<file path="src/rtl/rcsa_guard.sv">
module rcsa_guard #(
  parameter int RW = 3,
  parameter int GW = 7
) (
  input  logic          clk,
  input  logic          rst_n,
  input  logic          flit_valid,
  input  logic [RW-1:0] route_in,
  input  logic [GW-1:0] grant_in,
  output logic          redo_route,
  output logic          redo_grant,
  output logic          stall,
  output logic          xbar_valid,
  output logic [RW-1:0] xbar_route,
  output logic [GW-1:0] xbar_grant,
  output logic          err_pulse,
  output logic          err_route,
  output logic          err_grant
);

  typedef enum logic [1:0] {PH_FIRST, PH_SECOND, PH_RECOVER} phase_t;

  phase_t        ph;
  logic [RW-1:0] r_a, r_b;
  logic [GW-1:0] g_a, g_b;
  logic          mis_r, mis_g;

  wire r_diff = route_in != r_a;
  wire g_diff = grant_in != g_a;

  wire [RW-1:0] r_vote = (r_a & r_b) | (r_a & route_in) | (r_b & route_in);
  wire [GW-1:0] g_vote = (g_a & g_b) | (g_a & grant_in) | (g_b & grant_in);

  assign stall      = ph == PH_RECOVER;
  assign redo_route = (ph == PH_SECOND) || (stall && mis_r);
  assign redo_grant = (ph == PH_SECOND) || (stall && mis_g);

  always_ff @(posedge clk) begin
    if (!rst_n) begin
      ph         <= PH_FIRST;
      r_a        <= '0;
      r_b        <= '0;
      g_a        <= '0;
      g_b        <= '0;
      mis_r      <= 1'b0;
      mis_g      <= 1'b0;
      xbar_valid <= 1'b0;
      xbar_route <= '0;
      xbar_grant <= '0;
      err_pulse  <= 1'b0;
      err_route  <= 1'b0;
      err_grant  <= 1'b0;
    end else begin
      xbar_valid <= 1'b0;
      err_pulse  <= 1'b0;
      err_route  <= 1'b0;
      err_grant  <= 1'b0;
      case (ph)
        PH_FIRST: if (flit_valid) begin
          r_a <= route_in;
          g_a <= grant_in;
          ph  <= PH_SECOND;
        end
        PH_SECOND: begin
          r_b   <= route_in;
          g_b   <= grant_in;
          mis_r <= r_diff;
          mis_g <= g_diff;
          if (r_diff || g_diff) begin
            ph        <= PH_RECOVER;
            err_pulse <= 1'b1;
            err_route <= r_diff;
            err_grant <= g_diff;
          end else begin
            ph         <= PH_FIRST;
            xbar_valid <= 1'b1;
            xbar_route <= r_a;
            xbar_grant <= g_a;
          end
        end
        default: begin
          ph         <= PH_FIRST;
          xbar_valid <= 1'b1;
          xbar_route <= mis_r ? r_vote : r_a;
          xbar_grant <= mis_g ? g_vote : g_a;
        end
      endcase
    end
  end

endmodule

</file>
<file path="config.mk">
export PLATFORM = sky130hd
export DESIGN_NAME = rcsa_guard
export DESIGN_NICKNAME = d
export VERILOG_FILES = /design/src/rtl/rcsa_guard.sv
export SDC_FILE = /design/constraint.sdc
export NUM_CORES = 1
export LEC_CHECK = 0
export BUFFER_PORTS_ARGS = -buffer_cell sky130_fd_sc_hd__buf_2
export CORE_MARGIN = 3
export CORE_UTILIZATION = 25
export CTS_BUF_LIST = sky130_fd_sc_hd__clkbuf_2 sky130_fd_sc_hd__clkbuf_4 sky130_fd_sc_hd__clkbuf_8
export CTS_CLUSTER_DIAMETER = 50
export DETAILED_ROUTE_END_ITERATION = 10
export PLACE_DENSITY = 0.51
export SLEW_MARGIN = 25
export SYNTH_ARGS = -nofsm -noshare
export SYNTH_HDL_FRONTEND = slang
export SYNTH_SLANG_ARGS = --single-unit
</file>
<file path="constraint.sdc">
create_clock -name clk -period 1.9 [get_ports clk]
set_clock_uncertainty 0.15 [all_clocks]
set_input_delay 0.095 -clock clk [delete_from_list [all_inputs] [get_ports clk]]
set_output_delay 0.095 -clock clk [all_outputs]
set_load 0.02 [all_outputs]
</file>
==> flow_metrics.env, run 1 <==
export IMPL_cts_tree="done"
export IMPL_cts_sinks=38
export IMPL_yosys_cell_types_count=27
export IMPL_grt_pass1_vias=1581
export IMPL_drive_above_1_share=0.3402
export IMPL_outcome="finished clean"
export IMPL_start_util=0.2674
export IMPL_combPwrFrac=0.185
export IMPL_dieArea_um2=8583
export IMPL_finalNetCount=266
export IMPL_synth_seq_area_share=0.4053
export IMPL_required_ns=1.95
export IMPL_p_per_area_nw_per_um2=847.1
export IMPL_vias=1630
export IMPL_grt_pass1_wl_mm=8.369
export IMPL_dp_hpwl_mm=3.495
export IMPL_via_per_inst=4.794
export IMPL_slowest_delay_ns=0.33
export IMPL_seq_power_share=0.411
export IMPL_slew_headroom=0.6606
export IMPL_cp_top_family="compound AO/OA/AOI/OAI gates"
export IMPL_syn_area_um2=1877
export IMPL_cts_buffers=5
export IMPL_syn_avg_cell_area_um2=9.576
export IMPL_gp_congestion=0.7869
export IMPL_power_switching_w=0.0005616
export IMPL_arrival_ns=1.86
export IMPL_io_pins=30
export IMPL_critPathCaptureType="flop"
export IMPL_antenna_found_initial=0
export IMPL_die_h_um=92.65
export IMPL_path_cells="ha_1 -> nor4_4 -> a31oi_2 -> buf_6 -> o41ai_2"
export IMPL_r2r_start="g_a[5]"
export IMPL_dieWidth_um=92.65
export IMPL_vdd_ir_drop_max_mv=0.3193
export IMPL_drv_cap=0
export IMPL_netlist_instances=196
export IMPL_io_buffers=29
export IMPL_yosys_warnings=0
export IMPL_root_buffer="clkbuf_8"
export IMPL_syn2layout_area_growth_pct=34.73
export IMPL_fmax_ghz=0.5534
export IMPL_worstSetupPathType="reg -> reg"
export IMPL_worstSkewPairLatency_ns=0.29
export IMPL_cp_slowest_cell="dfxtp_1"
export IMPL_gr_total_overflow=0
export IMPL_synth_top_area_cell="dfxtp_1"
export IMPL_utilization=0.3603
export IMPL_drt_pass1_iter_count=4
export IMPL_leakagePower_nw=1.046
export IMPL_critPathLaunch="g_a[5]"
export IMPL_clk_pin_slew_ns=0.08
export IMPL_post_route_period_util=0.9510
export IMPL_setup_viol=0
export IMPL_synth_area_leaders="dfxtp_1 (41%), o41ai_2 (7.8%), nand2_1 (6.8%)"
export IMPL_grt_max_degree=21
export IMPL_clockBufferDepth=2
export IMPL_startpoint_type="flop"
export IMPL_clkPwrFrac=0.404
export IMPL_hp_class="in -> reg"
export IMPL_crit_buf_inv=1
export IMPL_n_antenna_cell=0
export IMPL_max_slew_worst_pin_slew_ns=0.5021
export IMPL_synth_top_area_frac=0.4053
export IMPL_core_um2=7019
export IMPL_dpl_cell_count=322
export IMPL_fin_crit_ns=1.807
export IMPL_power_internal_w=0.001580
export IMPL_drt_iter0_markers=69
export IMPL_rsz0062_at_grt="no"
export IMPL_ys_ff_latch=38
export IMPL_drv_slew=0
export IMPL_stdcell_count=340
export IMPL_routedWlPerCell_um=15.49
export IMPL_hp_start="rst_n"
export IMPL_whs_ns=0.04310
export IMPL_setup_tns_ns=0
export IMPL_routed_wl_mm=5.267
export IMPL_cts_htree_levels=2
export IMPL_row_count=30
export IMPL_hold_viol=0
export IMPL_ant_nets=0
export IMPL_syn_nets=219
export IMPL_swShare=0.2622
export IMPL_critical_path_peak_fanout=7
export IMPL_track_usage=0.1230
export IMPL_drcViolationCount=0
## state kept, by name, summed over array words and instances, names as in the netlist, 2 cells and up
signal      flops
xbar_route      3
g_b             7
r_a             3
ph              2
xbar_grant      7
g_a             7
r_b             3
## layer usage
layer	global-route usage	part of all wire	wire length, µm
met5	0	0	0
met4	0.04396	0.013	67
met3	0.01950	0.033	174
met2	0.1946	0.46	2418
met1	0.1692	0.49	2607
## cell usage in the layout (no fill, tap or decap), drive strengths merged, types with 10 or more instances in the layout
cell type	instances
or2	12
a21oi	10
a311o	10
ha	10
dlygate4sd3	10
nor2	11
o41ai	10
buf	46
nand2	34
dfxtp	38
mux2i	10
nor4b	11
a31oi	11
## synthesized netlist by cell type
cell and instances:
a31oi_1 11, ha_1 10, a311o_1 10, and2_1 1
o41ai_1 1, nor2b_1 2, dfxtp_1 38, nand2_1 34
a211oi_1 1, buf_4 1, a31o_2 1, nor3_1 3
nor4_4 1, nand2b_1 1, or2_1 2, clkbuf_1 8
inv_1 1, nor4b_1 10, a31o_1 1, buf_2 7
mux2i_1 10, a21oi_1 10, nor2_1 11, or2_2 10
nor3b_1 1, o41ai_2 9, nor4b_2 1
## cells by family after synthesis
kind of cell | after synthesis | share of synthesized area
compound gates | 44 | 0.2127
fa+ha+maj | 10 | 0.06667
buf+inv | 17 | 0.04066
flops | 38 | 0.4053
mux | 10 | 0.05334
simple gates | 77 | 0.2213
## metrics by stage
step	setup WS [ns]	area [µm²]	total power, W
2_1_floorplan	0.1404	1877	0.001117
3_3_place_gp	0.05497	2227	0.001256
3_5_place_dp	0.001249	2227	0.001258
4_1_cts	0.008749	2479	0.002144
5_1_grt	0.001008	2529	0.002235
6_report	0.09312	2529	0.002142
## layout make-up
| class | count | area, µm² |
|---|---|---|
| multi-input cells | 141 | 1097 |
| clock buffers | 6 | 82.58 |
| well taps | 96 | 120.1 |
| repair buffers | 56 | 401.6 |
| inverters | 1 | 3.754 |
| clock inverters | 2 | 60.06 |
| fillers | 744 | 4491 |
| flip-flops and latches | 38 | 763.2 |
## repair_timing
action,in CTS,in global routing
hold buffers,10,0
gates resized for setup,1,7
hold endpoints to repair,20,0
pin swaps,0,3
buffers inserted,0,0
endpoints found under the setup margin,4,9
## final timing paths
path / endpoint / slack, ns / depth (start not counted)
worst max-delay path: xbar_grant[0] / 0.09 / 5
worst min-delay path: ph[0] / 0.04 / 2
worst max register to register: xbar_grant[0] / 0.09 / 5
worst min register to register: r_b[2] / 0.31 / 2
## power groups by stage
stage               Sequential [W]  Combinational [W]  Clock [W]
global route              0.000886           0.000432   0.000916
CTS                       0.000878           0.000385   0.000882
global placement          0.000895           0.000362          0
finish                    0.000880           0.000397   0.000865
floorplan                 0.000898           0.000220          0
detailed placement        0.000897           0.000362          0
Power figures use the tool's default switching activity.
==> inputs of run 2 (changes only) <==
- ABC_AREA: not set -> 1
- CORE_UTILIZATION: 25 -> 45
- PLACE_DENSITY: 0.51 -> 0.75
==> flow_metrics.env, run 2 <==
export IMPL_p_per_area_nw_per_um2=923.8
export IMPL_hp_class="in -> reg"
export IMPL_crit_buf_inv=4
export IMPL_ys_ff_latch=38
export IMPL_synth_edf_count=0
export IMPL_setup_tns_ns=0
export IMPL_path_cells="inv_2 -> buf_4 -> nor2_1 -> inv_1 -> o21ai_1 -> buf_2"
export IMPL_drt_pass1_iter_count=4
export IMPL_gr_total_overflow=0
export IMPL_post_route_period_util=0.9452
export IMPL_setup_viol=0
export IMPL_dieArea_um2=5012
export IMPL_max_slew_worst_pin_slew_ns=0.5236
export IMPL_die_h_um=70.80
export IMPL_r2r_start="r_a[1]"
export IMPL_fin_crit_ns=1.796
export IMPL_worstSetupPathType="reg -> out"
export IMPL_gp_congestion=0.8040
export IMPL_antenna_found_initial=0
export IMPL_outcome="finished clean"
export IMPL_root_buffer="clkbuf_8"
export IMPL_yosys_warnings=0
export IMPL_slowest_delay_ns=0.36
export IMPL_cts_tree="done"
export IMPL_yosys_cell_types_count=20
export IMPL_ant_nets=0
export IMPL_reg2regPathDepth=7
export IMPL_slew_headroom=0.6506
export IMPL_post_cts_buffers=0
export IMPL_drv_cap=0
export IMPL_core_um2=3854
export IMPL_drive_above_1_share=0.1943
export IMPL_drt_iter0_markers=130
export IMPL_vias=1751
export IMPL_required_ns=1.65
export IMPL_placed_cell_area_um2=2083
export IMPL_via_per_inst=4.837
export IMPL_design_area_um2=2362
export IMPL_synth_most_common_cell="nand2_1"
export IMPL_cts_buffers=5
export IMPL_netlist_instances=269
export IMPL_dpl_cell_count=342
export IMPL_ff2ff_setup_slack_ns=0.18
export IMPL_finalNetCount=336
export IMPL_clockBufferDepth=2
export IMPL_cp_depth=6
export IMPL_reg_largest_list="g_a: 7 flops, g_b: 7 flops, xbar_grant: 7 flops"
export IMPL_fmax_ghz=0.5568
export IMPL_grt_pass1_vias=1582
export IMPL_synth_area_leaders="dfxtp_1 (40%), nand2_1 (13%), nor2_1 (12%)"
export IMPL_dp_hpwl_mm=2.817
export IMPL_drv_slew=0
export IMPL_dieWidth_um=70.80
export IMPL_synthFlopType="dfxtp_1"
export IMPL_syn_avg_cell_area_um2=7.023
export IMPL_grt_pass1_wl_mm=7.272
export IMPL_endpoint="redo_grant"
export IMPL_synth_top_area_cell="dfxtp_1"
export IMPL_stdcell_count=362
export IMPL_syn_nets=292
export IMPL_pre_cts_slack_ns=0.09170
export IMPL_cp_slowest_cell="dfxtp_1"
export IMPL_worstReg2RegEnd="xbar_grant[0]"
export IMPL_io_buffers=29
export IMPL_track_usage=0.1836
export IMPL_hold_viol=0
export IMPL_row_count=22
export IMPL_synth_common_cells="nand2_1 (66), nor2_1 (59), dfxtp_1 (38)"
export IMPL_syn2layout_area_growth_pct=25.03
export IMPL_n_antenna_cell=0
export IMPL_worstSkewPairLatency_ns=0.30
export IMPL_clk_pin_slew_ns=0.08
export IMPL_critical_path_peak_fanout=15
export IMPL_cp_top_family="buffers and inverters"
export IMPL_final_common_cell="nand2_1"
export IMPL_drcViolationCount=0
export IMPL_synth_seq_area_share=0.4026
export IMPL_async_reset_ff_frac=0
export IMPL_cts_htree_levels=2
export IMPL_syn_area_um2=1889
export IMPL_routedWlPerCell_um=12.12
export IMPL_startpoint_type="flop"
export IMPL_final_cell_mix="nand2_1 (66), nor2_1 (58), dfxtp_1 (38), buf_2 (28), o21ai_0 (23)"
export IMPL_critPathCaptureType="output port"
export IMPL_start_util=0.4903
export IMPL_synth_top_area_frac=0.4026
export IMPL_cts_sinks=38
export IMPL_routed_wl_mm=4.387
export IMPL_io_pins=30
export IMPL_grt_max_degree=31
export IMPL_leakagePower_nw=1.244
export IMPL_fin_ws_ns=0.1041
export IMPL_critPathLaunch="ph[1]"
export IMPL_vdd_ir_drop_max_mv=0.4973
export IMPL_arrival_ns=1.55
-- run 2: worst min-delay path by stage --
stage	from	end	slack [ns]	depth (start not counted)
final	route_in[1]	xbar_route[1]	0.12	7
after floorplan	grant_in[0]	g_b[0]	0.11	2
after CTS	route_in[1]	xbar_route[1]	0.12	7
after global placement	grant_in[5]	g_b[5]	0.24	3
after global routing	route_in[1]	xbar_route[1]	0.16	7
after detailed placement	grant_in[5]	g_b[5]	0.25	3
-- run 2: worst register-to-register path, stage by stage, from the launching register on --
cell and delay [ns]:
dfxtp_1 0.38, ha_1 0.26, nor2_1 0.10, nand2_1 0.10
nor2_2 0.23, nand2_4 0.15, a21oi_1 0.18, nor2_1 0.06
-- run 2: kinds of logic (layout without fill, tap and decap cells) --
group                      after synthesis  count (layout)  synth area share
buffers and inverters                   34              78           0.07549
and+or+nand+nor                        151             152            0.3603
DFF                                     38              38            0.4026
AOI/OAI and AO/OA                       36              36           0.09536
adders and majority gates               10              10           0.06623
-- run 2: power breakdown --
part | leakage, nW | internal [W] | switching (W) | total, W
clock network | 0.0714 | 0.000560 | 0.000298 | 0.000858
registers | 0.312 | 0.000865 | 0.0000471 | 0.000913
logic | 0.860 | 0.000163 | 0.000248 | 0.000411
-- run 2: routing by layer --
layer	global-route usage	vias to the layer above	wire length (µm)
met5	0	-	0
met4	0.07098	0	68
met3	0.04688	7	260
met2	0.2976	41	1954
met1	0.2339	768	2102
li1	-	935	-
-- run 2: repair_timing --
item,CTS,global route
hold endpoints to repair,22,0
hold buffers,11,0
endpoints found under the setup margin,0,12
gates resized for setup,0,7
-- run 2: cell type report --
cell class	count	area, µm²
clock buffers	6	82.58
fillers	359	1491
well taps	48	60.06
flip-flops and latches	38	760.7
repair buffers	45	295.3
multi-input cells	198	1010
inverters	25	93.84
clock inverters	2	60.06
-- run 2: per-stage QoR --
stage	hold WS (ns)	utilization	total power, W
final	0.1239	0.6130	0.002182
after global routing	0.1559	0.6130	0.002295
after CTS	0.1200	0.6062	0.002178
after detailed placement	0.2519	0.5406	0.001314
after global placement	0.2447	0.5406	0.001305
after floorplan	0.1078	-	0.001196
==> inputs of run 3 (changes only) <==
- PLACE_DENSITY: 0.75 -> 0.77
- clock period: 1.9 -> 1.6 ns (I/O delays scaled with it)
==> flow_metrics.env, run 3 (synthesis gave the netlist of run 2 again) <==
export IMPL_row_count=22
export IMPL_post_route_period_util=1.016
export IMPL_ff2ff_setup_slack_ns=-0.03
export IMPL_worstReg2RegEnd="xbar_grant[5]"
export IMPL_track_usage=0.1741
export IMPL_vdd_ir_drop_max_mv=0.3892
export IMPL_hp_class="in -> reg"
export IMPL_path_common_cell="nor2_2"
export IMPL_slowest_delay_ns=0.36
export IMPL_final_cell_mix="nand2_1 (65), nor2_1 (54), buf_2 (29), dfxtp_1 (28), o21ai_0 (24)"
export IMPL_gp_congestion=0.8092
export IMPL_fin_crit_ns=1.626
export IMPL_die_h_um=70.80
export IMPL_n_antenna_cell=0
export IMPL_gr_total_overflow=0
export IMPL_root_buffer="clkbuf_8"
export IMPL_syn2layout_area_growth_pct=37.88
export IMPL_via_per_inst=5.099
export IMPL_violations="setup timing"
export IMPL_outcome="complete, but fails checks"
export IMPL_min_path_cells=4
export IMPL_cts_htree_levels=2
export IMPL_pre_cts_slack_ns=-0.03217
export IMPL_r2r_start="g_a[4]"
export IMPL_setup_tns_ns=-0.06964
export IMPL_fmax_ghz=0.6150
export IMPL_fill_cells=307
export IMPL_drv_slew=0
export IMPL_drt_iter0_markers=113
export IMPL_arrival_ns=1.66
export IMPL_io_buffers=29
export IMPL_cts_buffers=5
export IMPL_hold_end="ph[0]"
export IMPL_cts_sinks=38
export IMPL_reg_largest_list="g_a: 7 flops, g_b: 7 flops, xbar_grant: 7 flops"
export IMPL_antenna_found_initial=0
export IMPL_final_common_cell="nand2_1"
export IMPL_routedWlPerCell_um=13.38
export IMPL_grt_max_degree=31
export IMPL_drt_pass1_iter_count=4
export IMPL_worstSkewPairLatency_ns=0.30
export IMPL_required_ns=1.64
export IMPL_finalNetCount=346
export IMPL_drv_cap=0
export IMPL_worstSetupPathType="reg -> reg"
export IMPL_placed_cell_area_um2=2148
export IMPL_ant_nets=0
export IMPL_leakagePower_nw=1.291
export IMPL_grt_pass1_vias=1538
export IMPL_critPathLaunch="g_a[4]"
export IMPL_start_util=0.4903
export IMPL_critPathCaptureType="flop"
export IMPL_dieArea_um2=5012
export IMPL_vias=1897
export IMPL_setup_viol=4
export IMPL_io_pins=30
export IMPL_cp_top_family="simple AND/OR/NAND/NOR gates"
export IMPL_drcViolationCount=0
export IMPL_utilization=0.6760
export IMPL_core_um2=3854
export IMPL_slew_headroom=0.7812
export IMPL_clockBufferDepth=2
export IMPL_cts_tree="done"
export IMPL_cp_slowest_cell="dfxtp_2"
export IMPL_drive_above_1_share=0.3086
export IMPL_startpoint_type="flop"
export IMPL_design_area_um2=2605
export IMPL_dp_hpwl_mm=2.821
export IMPL_dieWidth_um=70.80
export IMPL_grt_pass1_wl_mm=7.017
export IMPL_rsz0062_at_grt="yes"
export IMPL_crit_buf_inv=1
export IMPL_critical_path_peak_fanout=6
export IMPL_routed_wl_mm=4.977
export IMPL_reg2regPathDepth=8
export IMPL_path_cells="ha_4 -> nor2_2 -> nand2_1 -> nor2_2 -> nand2_4 -> buf_12 -> a21oi_1 -> nor2_1"
export IMPL_fin_ws_ns=-0.02613
export IMPL_hp_start="flit_valid"
export IMPL_p_per_area_nw_per_um2=915.9
export IMPL_max_slew_worst_pin_slew_ns=0.3262
export IMPL_clk_pin_slew_ns=0.07
export IMPL_hold_viol=0
run 3: cell types whose count changed in the layout (fill, tap and decap cells not counted), sizes merged:
cell / before / now
buf: 34 / 43
clkbuf: 6 / 9
bufinv: 2 / 0
clkinv: 1 / 2
nand2: 70 / 69
run 3: worst register-to-register path, cell delays in order (launching register included):
cell     delay [ns]
dfxtp_2        0.36
ha_4           0.20
nor2_2         0.09
nand2_1        0.07
nor2_2         0.16
nand2_4        0.11
buf_12         0.15
a21oi_1        0.14
nor2_1         0.07
run 3: power breakdown:
part	internal, W	leakage (nW)	total [W]	switching (W)
combinational	0.000249	0.924	0.000587	0.000338
clock	0.000365	0.0517	0.000706	0.000341
sequential	0.00103	0.316	0.00109	0.0000605
total	0.00165	1.29	0.00239	0.000740
run 3: through the flow:
stage	hold slack (ns)	power, W	std cells
2_1_floorplan	0.09275	0.001420	269
3_3_place_gp	0.2301	0.001569	349
3_5_place_dp	0.2381	0.001582	349
4_1_cts	0.1228	0.002299	368
5_1_grt	0.1730	0.002508	372
6_report	0.1400	0.002386	372
run 3: final cells by class:
class                           count  area [µm²]  share of cell area
Clock inverter                      1       5.005            0.001921
Sequential cell                    38       778.2              0.2988
Timing Repair Buffer               56       426.7              0.1638
Clock buffer                        7       90.09             0.03458
Multi-Input combinational cell    197        1151              0.4419
Inverter                           25       93.84             0.03602
Tap cell                           48       60.06             0.02305
run 3: how the worst max path moves through the flow:
stage                    endpoint  slack (ns)  cells after the start
floorplan              redo_grant        0.06                      4
global placement    xbar_grant[3]        0.04                      8
detailed placement  xbar_grant[2]       -0.03                      8
CTS                 xbar_grant[5]       -0.01                      8
global route        xbar_grant[6]       -0.08                      9
finish              xbar_grant[5]       -0.03                      8
run 3: routing by layer:
layer  up-vias  part of all wire  GRT usage
li1        961                 -          -
met1       874              0.45     0.2274
met2        53              0.48     0.2791
met3         9             0.050    0.04688
met4         0             0.021    0.05637
met5         -                 0          0
run 3: what timing repair did:
| action | 4_1_cts | 5_1_grt |
|---|---|---|
| pin swaps | 1 | 13 |
| cloned | 0 | 3 |
| hold endpoints to repair | 22 | 0 |
| endpoints found under the setup margin | 9 | 12 |
| buffers inserted | 0 | 1 |
| resized for setup | 5 | 33 |
| hold buffers | 11 | 0 |
